`src/rtl/bcd_alu8.sv`:
```
module bcd_alu8 (
  input  logic       clk,
  input  logic       rst_n,
  input  logic       exec,
  input  logic [3:0] op,
  input  logic [7:0] opa,
  input  logic [7:0] opb,
  output logic [7:0] result,
  output logic       res_we,
  output logic [7:0] ccr
);
  localparam logic [3:0] OP_AND = 4'd0;
  localparam logic [3:0] OP_OR  = 4'd1;
  localparam logic [3:0] OP_XOR = 4'd2;
  localparam logic [3:0] OP_NEG = 4'd3;
  localparam logic [3:0] OP_CMP = 4'd4;
  localparam logic [3:0] OP_ADD = 4'd5;
  localparam logic [3:0] OP_SUB = 4'd6;
  localparam logic [3:0] OP_DAA = 4'd7;
  localparam logic [3:0] OP_SEI = 4'd8;
  localparam logic [3:0] OP_CLI = 4'd9;

  logic fh, fi, fn, fz, fv, fc;
  logic nh, ni, nn, nz, nv, nc, upd;

  assign ccr = {2'b11, fh, fi, fn, fz, fv, fc};

  logic [8:0] sum9, dif9;
  logic [4:0] lo5;
  logic [7:0] neg8, daa8;
  logic       adj_lo, adj_hi;

  assign sum9   = {1'b0, opa} + {1'b0, opb};
  assign dif9   = {1'b0, opa} - {1'b0, opb};
  assign lo5    = {1'b0, opa[3:0]} + {1'b0, opb[3:0]};
  assign neg8   = 8'h00 - opa;
  assign adj_lo = (opa[3:0] > 4'd9) | fh;
  assign adj_hi = (opa[7:4] > 4'd9) | fc | ((opa[7:4] == 4'd9) & (opa[3:0] > 4'd9));
  assign daa8   = opa + {1'b0, adj_hi, adj_hi, 2'b00, adj_lo, adj_lo, 1'b0};

  always_comb begin
    result = 8'h00;
    res_we = 1'b0;
    upd    = 1'b1;
    nh = fh; ni = fi; nv = fv; nc = fc;
    case (op)
      OP_AND: begin result = opa & opb; res_we = 1'b1; nv = 1'b0; end
      OP_OR:  begin result = opa | opb; res_we = 1'b1; nv = 1'b0; end
      OP_XOR: begin result = opa ^ opb; res_we = 1'b1; nv = 1'b0; end
      OP_NEG: begin
        result = neg8; res_we = 1'b1;
        nc = (neg8 != 8'h00); nv = (neg8 == 8'h80);
      end
      OP_CMP, OP_SUB: begin
        result = dif9[7:0]; res_we = (op == OP_SUB);
        nc = dif9[8]; nv = (opa[7] ^ opb[7]) & (dif9[7] ^ opa[7]);
      end
      OP_ADD: begin
        result = sum9[7:0]; res_we = 1'b1;
        nc = sum9[8]; nh = lo5[4]; nv = ~(opa[7] ^ opb[7]) & (sum9[7] ^ opa[7]);
      end
      OP_DAA: begin result = daa8; res_we = 1'b1; nc = fc | adj_hi; end
      OP_SEI: ni = 1'b1;
      OP_CLI: ni = 1'b0;
      default: upd = 1'b0;
    endcase
    res_we = res_we & exec;
    if (op[3]) begin
      nn = fn; nz = fz;
    end else begin
      nn = result[7]; nz = (result == 8'h00);
    end
  end

  always_ff @(posedge clk or negedge rst_n) begin
    if (!rst_n) begin
      {fh, fi, fn, fz, fv, fc} <= 6'b010000;
    end else if (exec && upd) begin
      {fh, fi, fn, fz, fv, fc} <= {nh, ni, nn, nz, nv, nc};
    end
  end
endmodule

```
`config.mk`:
```
export PLATFORM = sky130hd
export DESIGN_NAME = bcd_alu8
export DESIGN_NICKNAME = d
export VERILOG_FILES = /design/src/rtl/bcd_alu8.sv
export SDC_FILE = /design/constraint.sdc
export NUM_CORES = 1
export LEC_CHECK = 0
export BUFFER_PORTS_ARGS = -buffer_cell sky130_fd_sc_hd__buf_2
export CORE_MARGIN = 2
export CORE_UTILIZATION = 50
export DETAILED_ROUTE_END_ITERATION = 10
export PLACE_DENSITY = 0.83
export SLEW_MARGIN = 30
export SYNTH_ARGS = -nofsm -noshare
export SYNTH_HDL_FRONTEND = slang
export SYNTH_SLANG_ARGS = --single-unit
```
`constraint.sdc`:
```
create_clock -name clk -period 2.8 [get_ports clk]
set_input_delay 0.28 -clock clk [delete_from_list [all_inputs] [get_ports clk]]
set_output_delay 0.28 -clock clk [all_outputs]
set_load 0.1 [all_outputs]
```
==> summary.txt, run 1 <==
Outcome
  – Outcome: complete, but fails checks
  – Failing checks: setup timing

STA
  – Setup WS post-layout: -0.249 ns
  – Final hold vios: 0
  – Max_slew headroom: about 60%
  – Hold_ws: between 0.3 and 0.4 ns
  – Clock Skew: slightly below 0.0005 ns
  – Endpoints failing setup: 4
  – Max-slew violation count: 0
  – Fmax: ~0.33 GHz
  – Final period utilization: 109%
  – RSZ-0062 raised after global routing: true
  – Worst Tran Pin Value: just under 0.6 ns
  – Min Tclk post-route: a little over 3 ns

Floorplan
  – IO Count: 40
  – Core area: around 4300 sq um
  – Initial Utilization: 51.4%
  – Die Y-Extent: 70.4 um
  – Row Count: 24
  – Die W: 70.4 um
  – Die area: roughly 5000 sq um

Logic synthesis
  – Compound-Gate Fraction of Synth Area: 25.7%
  – Mapped Area: 2210 sq um
  – Largest area contributor in the netlist: ha_1
  – Synth Warn #: 0
  – Post-synthesis adder-cell area fraction: 20.3%
  – Gate Count Post-Synth: 288
  – Post-synth EDFFs: 0
  – Area share of the largest cell type after synthesis: 17.6%
  – Post-Synth Simple-Gate Area: between 20% and 30%
  – Ys flop type: dfrtp_1
  – Synth top area cells: ha_1 (18%), dfrtp_1 (5.7%), inv_1 (4.4%), xnor2_1 (4.0%), a21oi_1 (3.2%)
  – Mux contribution to synthesized area: under 10%
  – Synth unique cells: ~70
  – Post-Syn Area per Cell: around 7.7 sq um
  – Register bit total from synthesis: 6
  – Share of flip-flops with an asynchronous set or reset: 100%
  – Main combinational cell family by area after synthesis: simple AND/OR/NAND/NOR gates
  – Xor/xnor share of the synthesized area: slightly above 5%
  – Sequential fraction of the synthesis area: a little under 7%

CTS
  – H-tree levels: 1
  – TritonCTS clock tree: built
  – Clk slew on worst S/H paths: roughly 0.040 ns
  – Clock buffer depth: 2
  – Clock tree sinks: 6
  – Clk Latency, worst-skew pair: approximately 0.23 ns
  – Clock Tree Root: clkbuf_8
  – TritonCTS Buffers: 3

Global routing
  – Total Routing Usage GR: around 28%
  – First-pass GRT wire length: between 10,000 and 15,000 um
  – Largest net degree at the start of global routing: 26
  – Number of global-route vias before repair: around 2.3k
  – Total gr overflow: 0
  – Initial antenna violation count: 0
  – M1 GR Usage: around two fifths
  – Most used routing layer: met2
  – Met2 Resource Use GR: 46.4%
  – Met3 Use GR: under 10%

Worst setup path
  – CP required: 2.52 ns
  – Critical path fanouts, max: 3
  – Critical Path Sink Type: output port
  – CP arrival: roughly 2.8 ns
  – CP Launch Type: input port
  – Crit Path Class: in2out

Drt
  – TritonRoute pass-1 iters: 5
  – Via count: roughly 2.5k
  – Starting DRT DRC Count: 280
  – DR WL/cell: approximately 18 um
  – WL final: around 7100 um
  – Residual DRC: 0
  – Vias per inst: 6.33
  – Final antenna-violating net count: 0

Power
  – Pwr Density: between 300 and 400 nW/um^2
  – Max VDD drop: between 150 and 200 uV
  – Leakage: ~1.3 nW

Job
  – Max-Cap Viols: 0

Placement
  – Post-DP HPWL: 5490 um
  – RePlAce Congestion: 0.965
  – IO Port Bufs: 37

Finish
  – Fill count: ~350
  – # diodes: 0
  – Synth-to-Final Area Change: 33.7%
  – Fraction of layout cells with a size suffix above 1: between 30% and 40%
  – Final #Nets: roughly 410
  – Final Util: between 60 and 70%

Hold path
  – Worst Hold Class: in2reg
[synth_stat cells (all sizes together), types with 3 or more instances]
library cell / number
ha: 31
nand2b: 5
nor3: 6
fa: 3
a21oi: 14
xnor2: 10
nor3b: 5
a21o: 4
nor4: 8
nand4: 3
clkbuf: 11
o22ai: 3
nand3: 4
nor2b: 6
a2111oi: 4
inv: 26
o21bai: 5
nor2: 17
a211oi: 4
xor2: 3
nand4b: 3
o221ai: 3
mux2i: 7
a221oi: 3
or3: 5
nand2: 17
o21ai: 12
dfrtp: 5
buf: 15
[flip-flops by register name, summed over array words and instances, names as in the netlist]
register,flops
fc,1
fh,1
fi,1
fn,1
fv,1
fz,1
[cell type report]
| class | instances | area [sq um] | area share [%] |
|---|---|---|---|
| flip-flops and latches | 6 | 151 | 5.13 |
| repair buffers | 81 | 609 | 20.7 |
| clock buffers | 4 | 45.0 | 1.53 |
| well taps | 52 | 65.1 | 2.21 |
| inverters | 26 | 104 | 3.52 |
| multi-input cells | 231 | 1980 | 67.0 |
[kinds of logic after synthesis]
family / after synthesis
adder cells (fa/ha/maj): 34
buffers and inverters: 52
flip-flops: 6
XOR/XNOR: 13
other: 1
AO/OA/AOI/OAI: 77
multiplexers: 9
AND/OR/NAND/NOR: 96
[stage by stage]
step | instance area, sq um | power, mW | std cells | setup TNS (ns) | setup WS, ns
after global routing | 2950 | 1.13 | 400 | -1.11 | -0.337
after global placement | 2710 | 0.854 | 392 | -1.24 | -0.336
after floorplan | 2270 | 0.673 | 289 | -2.07 | -1.02
final | 2950 | 1.07 | 400 | -0.726 | -0.249
after detailed placement | 2710 | 0.863 | 392 | -1.86 | -0.489
after CTS | 2880 | 1.05 | 398 | -0.559 | -0.196
[routing by layer]
layer  vias to the layer above  share of wire [%]  routed length, um
li1                       1171                  -                  -
met1                      1181                 42               3000
met2                       149                 47               3320
met3                        29                8.1                574
met4                         0                3.0                211
met5                         -                  0                  0
[timing repair]
action,4_1_cts,5_1_grt
buffers inserted,1,2
gates resized for setup,25,13
endpoints found under the hold margin,5,0
hold buffers,1,0
pin swaps,11,12
setup endpoints to repair,7,7
[report_power, final]
part,internal [mW],total [mW],switching (mW)
clock,0.0985,0.143,0.0442
combinational,0.287,0.815,0.529
sequential,0.104,0.117,0.0128
[final timing paths]
check,start,to,slack (ns),cells after the start
worst max-delay path,opa[1],result[7],-0.25,14
worst min-delay path,exec,fi,0.33,3
worst max register to register,fh,fz,-0.10,11
worst min register to register,fz,fz,0.47,2
max in group asynchronous,rst_n,fi,2.16,2
min in group asynchronous,rst_n,fc,0.41,2
[worst max-delay path, stage by stage]
cell and delay [ns]:
buf_8 0.10, clkinvlp_4 0.10, ha_4 0.15, o21bai_4 0.08
a311o_1 0.30, a21oi_2 0.22, inv_2 0.08, ha_4 0.24
a41o_1 0.18, a21oi_2 0.18, xnor2_1 0.11, a221oi_2 0.35
o221ai_4 0.18, buf_12 0.20
[cells in the final DEF (no fill, tap or decap), types with 4 or more instances in the layout]
master,count
mux2i_1,7
o21bai_1,4
ha_1,25
inv_1,23
nand2b_1,5
dfrtp_1,5
a2111oi_0,4
nor3b_1,5
nand2_1,17
a21oi_1,11
buf_2,29
o21ai_0,8
nor2b_1,6
a21o_1,4
ha_4,5
a211oi_1,4
nor3_1,6
nor2_1,17
nor4_1,7
xnor2_1,10
buf_4,42
Power figures use the tool's default switching activity.
==> run 2: changes to the inputs <==
Settings changed: CORE_MARGIN 2 to not set, PLACE_DENSITY 0.83 to 0.8.
Clock period 2.8 ns to 3.25 ns, I/O delays scaled along.
==> run 2 against run 1 <==
- the run now ends clean
- combinational power down 23%
- die area fell by 5.6%
- sequential cell count unchanged
- power down 21%
- routed wire length fell by 5.8%
- critical path type unchanged
- highest routed layer unchanged
==> summary.txt, run 2 (synthesis results as in run 1) <==
Outcome
  – Outcome: complete, no violations

Drt
  – Starting DRT DRC Count: about 290
  – Vias per inst: roughly 6.4
  – Final antenna-violating net count: 0
  – TritonRoute pass-1 iters: 6
  – Residual DRC: 0
  – Via count: approximately 2.4k
  – DR WL/cell: around 18 um
  – WL final: around 6700 um

STA
  – Min Tclk post-route: around 3.2 ns
  – Fmax: around 0.31 GHz
  – Final hold vios: 0
  – Final period utilization: roughly 100%
  – Worst Tran Pin Value: 0.668 ns
  – Clock Skew: 0.00167 ns
  – Endpoints failing setup: 0
  – Max_slew headroom: 54.8%
  – Setup WS post-layout: around 0.012 ns
  – Max-slew violation count: 0

CTS
  – Clock buffer depth: 2
  – Clock tree sinks: 6
  – H-tree levels: 1
  – Clk slew on worst S/H paths: approximately 0.040 ns
  – Clock Tree Root: clkbuf_8
  – TritonCTS clock tree: built
  – TritonCTS Buffers: 3
  – Post-CTS setup buffer count: 0
  – Clk Latency, worst-skew pair: about 0.23 ns

Finish
  – Commonest cells after routing, fill and taps aside: buf_2 (34), ha_1 (27), inv_1 (25)
  – Fin cells: about 380
  – # diodes: 0
  – Synth-to-Final Area Change: 20.5%
  – Fraction of layout cells with a size suffix above 1: between 20% and 30%
  – Final Instance Area: roughly 2700 sq um
  – Final #Nets: 386
  – Commonest non-fill, non-tap cell in the layout: buf_2

Floorplan
  – Die Y-Extent: 68.4 um
  – Core area: 4120 sq um
  – Row Count: 23
  – Die area: about 4700 sq um
  – IO Count: 40
  – Die W: roughly 70 um
  – Initial Utilization: a little over half

Worst setup path
  – CP max-delay cell: fa_2
  – CP arrival: between 2 and 3 ns
  – Delay-heaviest family, CP: buffers and inverters
  – Worst reg2reg path depth: 11
  – Critical path fanouts, max: 3
  – Critical Path Sink Type: output port
  – CP required: approximately 2.9 ns
  – Flop2flop setup slack: about 0.58 ns
  – Crit Path Class: in2out
  – Critical path cell sequence: buf_2 > inv_1 > ha_4 > o21bai_2 > buf_4 > a21o_1 > ha_2 > fa_2 > buf_4 > nand3_2 > xor2_1 > o22ai_1 > nor4_1 > nand4_1 > buf_8
  – CP dominant cell by count: buf_4
  – Reg2reg start: fh
  – Worst path bufs/invs: 5
  – CP Launch Type: input port
  – CP peak stage delay: between 0.3 and 0.4 ns
  – Reg2reg end: fz

Placement
  – RePlAce Congestion: about 1.0
  – IO Port Bufs: 37
  – Placed instance area: between 2000 and 3000 sq um
  – Post-DP HPWL: 5160 um
  – Setup slack at placement: -0.135 ns
  – Dpl cells: about 370

Global routing
  – Total gr overflow: 0
  – Total Routing Usage GR: 29.8%
  – Largest net degree at the start of global routing: 22
  – First-pass GRT wire length: around 10,000 um
  – Number of global-route vias before repair: about 2.2k
  – Initial antenna violation count: 0

Hold path
  – Worst hold stages: 3
  – Worst hold start: exec
  – Worst Hold Class: in2reg
  – Min-Delay Endpoint: fi

Job
  – Max-Cap Viols: 0

Power
  – Leakage: about 1.2 nW
  – Max VDD drop: 180 uV
  – Pwr Density: approximately 320 nW/um^2
-- run 2: changes by cell type in the layout (fill, tap and decap cells not counted), sizes merged --
cell | previous run | this run
buf | 80 | 60
-- run 2: tightest hold or removal path: stages --
cell	delay, ns
buf_2	0.13
nand2_1	0.09
o41ai_1	0.06
-- run 2: repair_timing --
action | in CTS | in global routing
gates resized for setup | 4 | 12
hold buffers | 1 | 0
hold endpoints to repair | 5 | 0
setup endpoints to repair | 2 | 2
gates cloned | 0 | 0
pin swaps | 1 | 3
-- run 2: cell type report --
class / instances / area [sq um]
Sequential cell: 6 / 151
Multi-Input combinational cell: 231 / 1900
Tap cell: 50 / 62.6
Timing Repair Buffer: 61 / 403
Clock buffer: 4 / 45.0
Fill cell: 378 / 1460
Inverter: 26 / 101
-- run 2: worst max path at each step --
| stage | startpoint | endpoint | slack [ns] | depth (start not counted) |
|---|---|---|---|---|
| 2_1_floorplan | opa[1] | fz | -0.62 | 12 |
| 6_report | opa[0] | result[5] | 0.01 | 15 |
| 5_1_grt | opa[0] | result[5] | -0.08 | 15 |
| 4_1_cts | opa[1] | result[7] | 0.04 | 14 |
| 3_5_place_dp | opa[1] | result[7] | -0.13 | 14 |
| 3_3_place_gp | opa[1] | result[7] | -0.06 | 14 |
-- run 2: per-layer routing --
metal,part of all wire [%],GRT usage (%),wire (um)
met1,41,41.3,2750
met2,46,47.7,3040
met3,11,1.83,733
met4,2.4,10.9,163
met5,0,0,0
-- run 2: per-stage QoR --
step	power [mW]	util [%]	hold slack [ns]	TNS, ns
6_report	0.849	64.6	0.384	0
2_1_floorplan	0.568	-	0.0294	-0.887
5_1_grt	0.896	64.6	0.402	-0.0848
4_1_cts	0.827	63.1	0.380	0
3_3_place_gp	0.686	61.4	0.153	-0.0632
3_5_place_dp	0.695	61.4	0.155	-0.238
-- run 2: report_power, final --
part	internal (mW)	switching, mW	total, mW	leakage, nW
logic	0.195	0.432	0.627	1.11
registers	0.0895	0.00915	0.0987	0.0726
clock network	0.0849	0.0388	0.124	0.0228
total	0.369	0.480	0.849	1.21
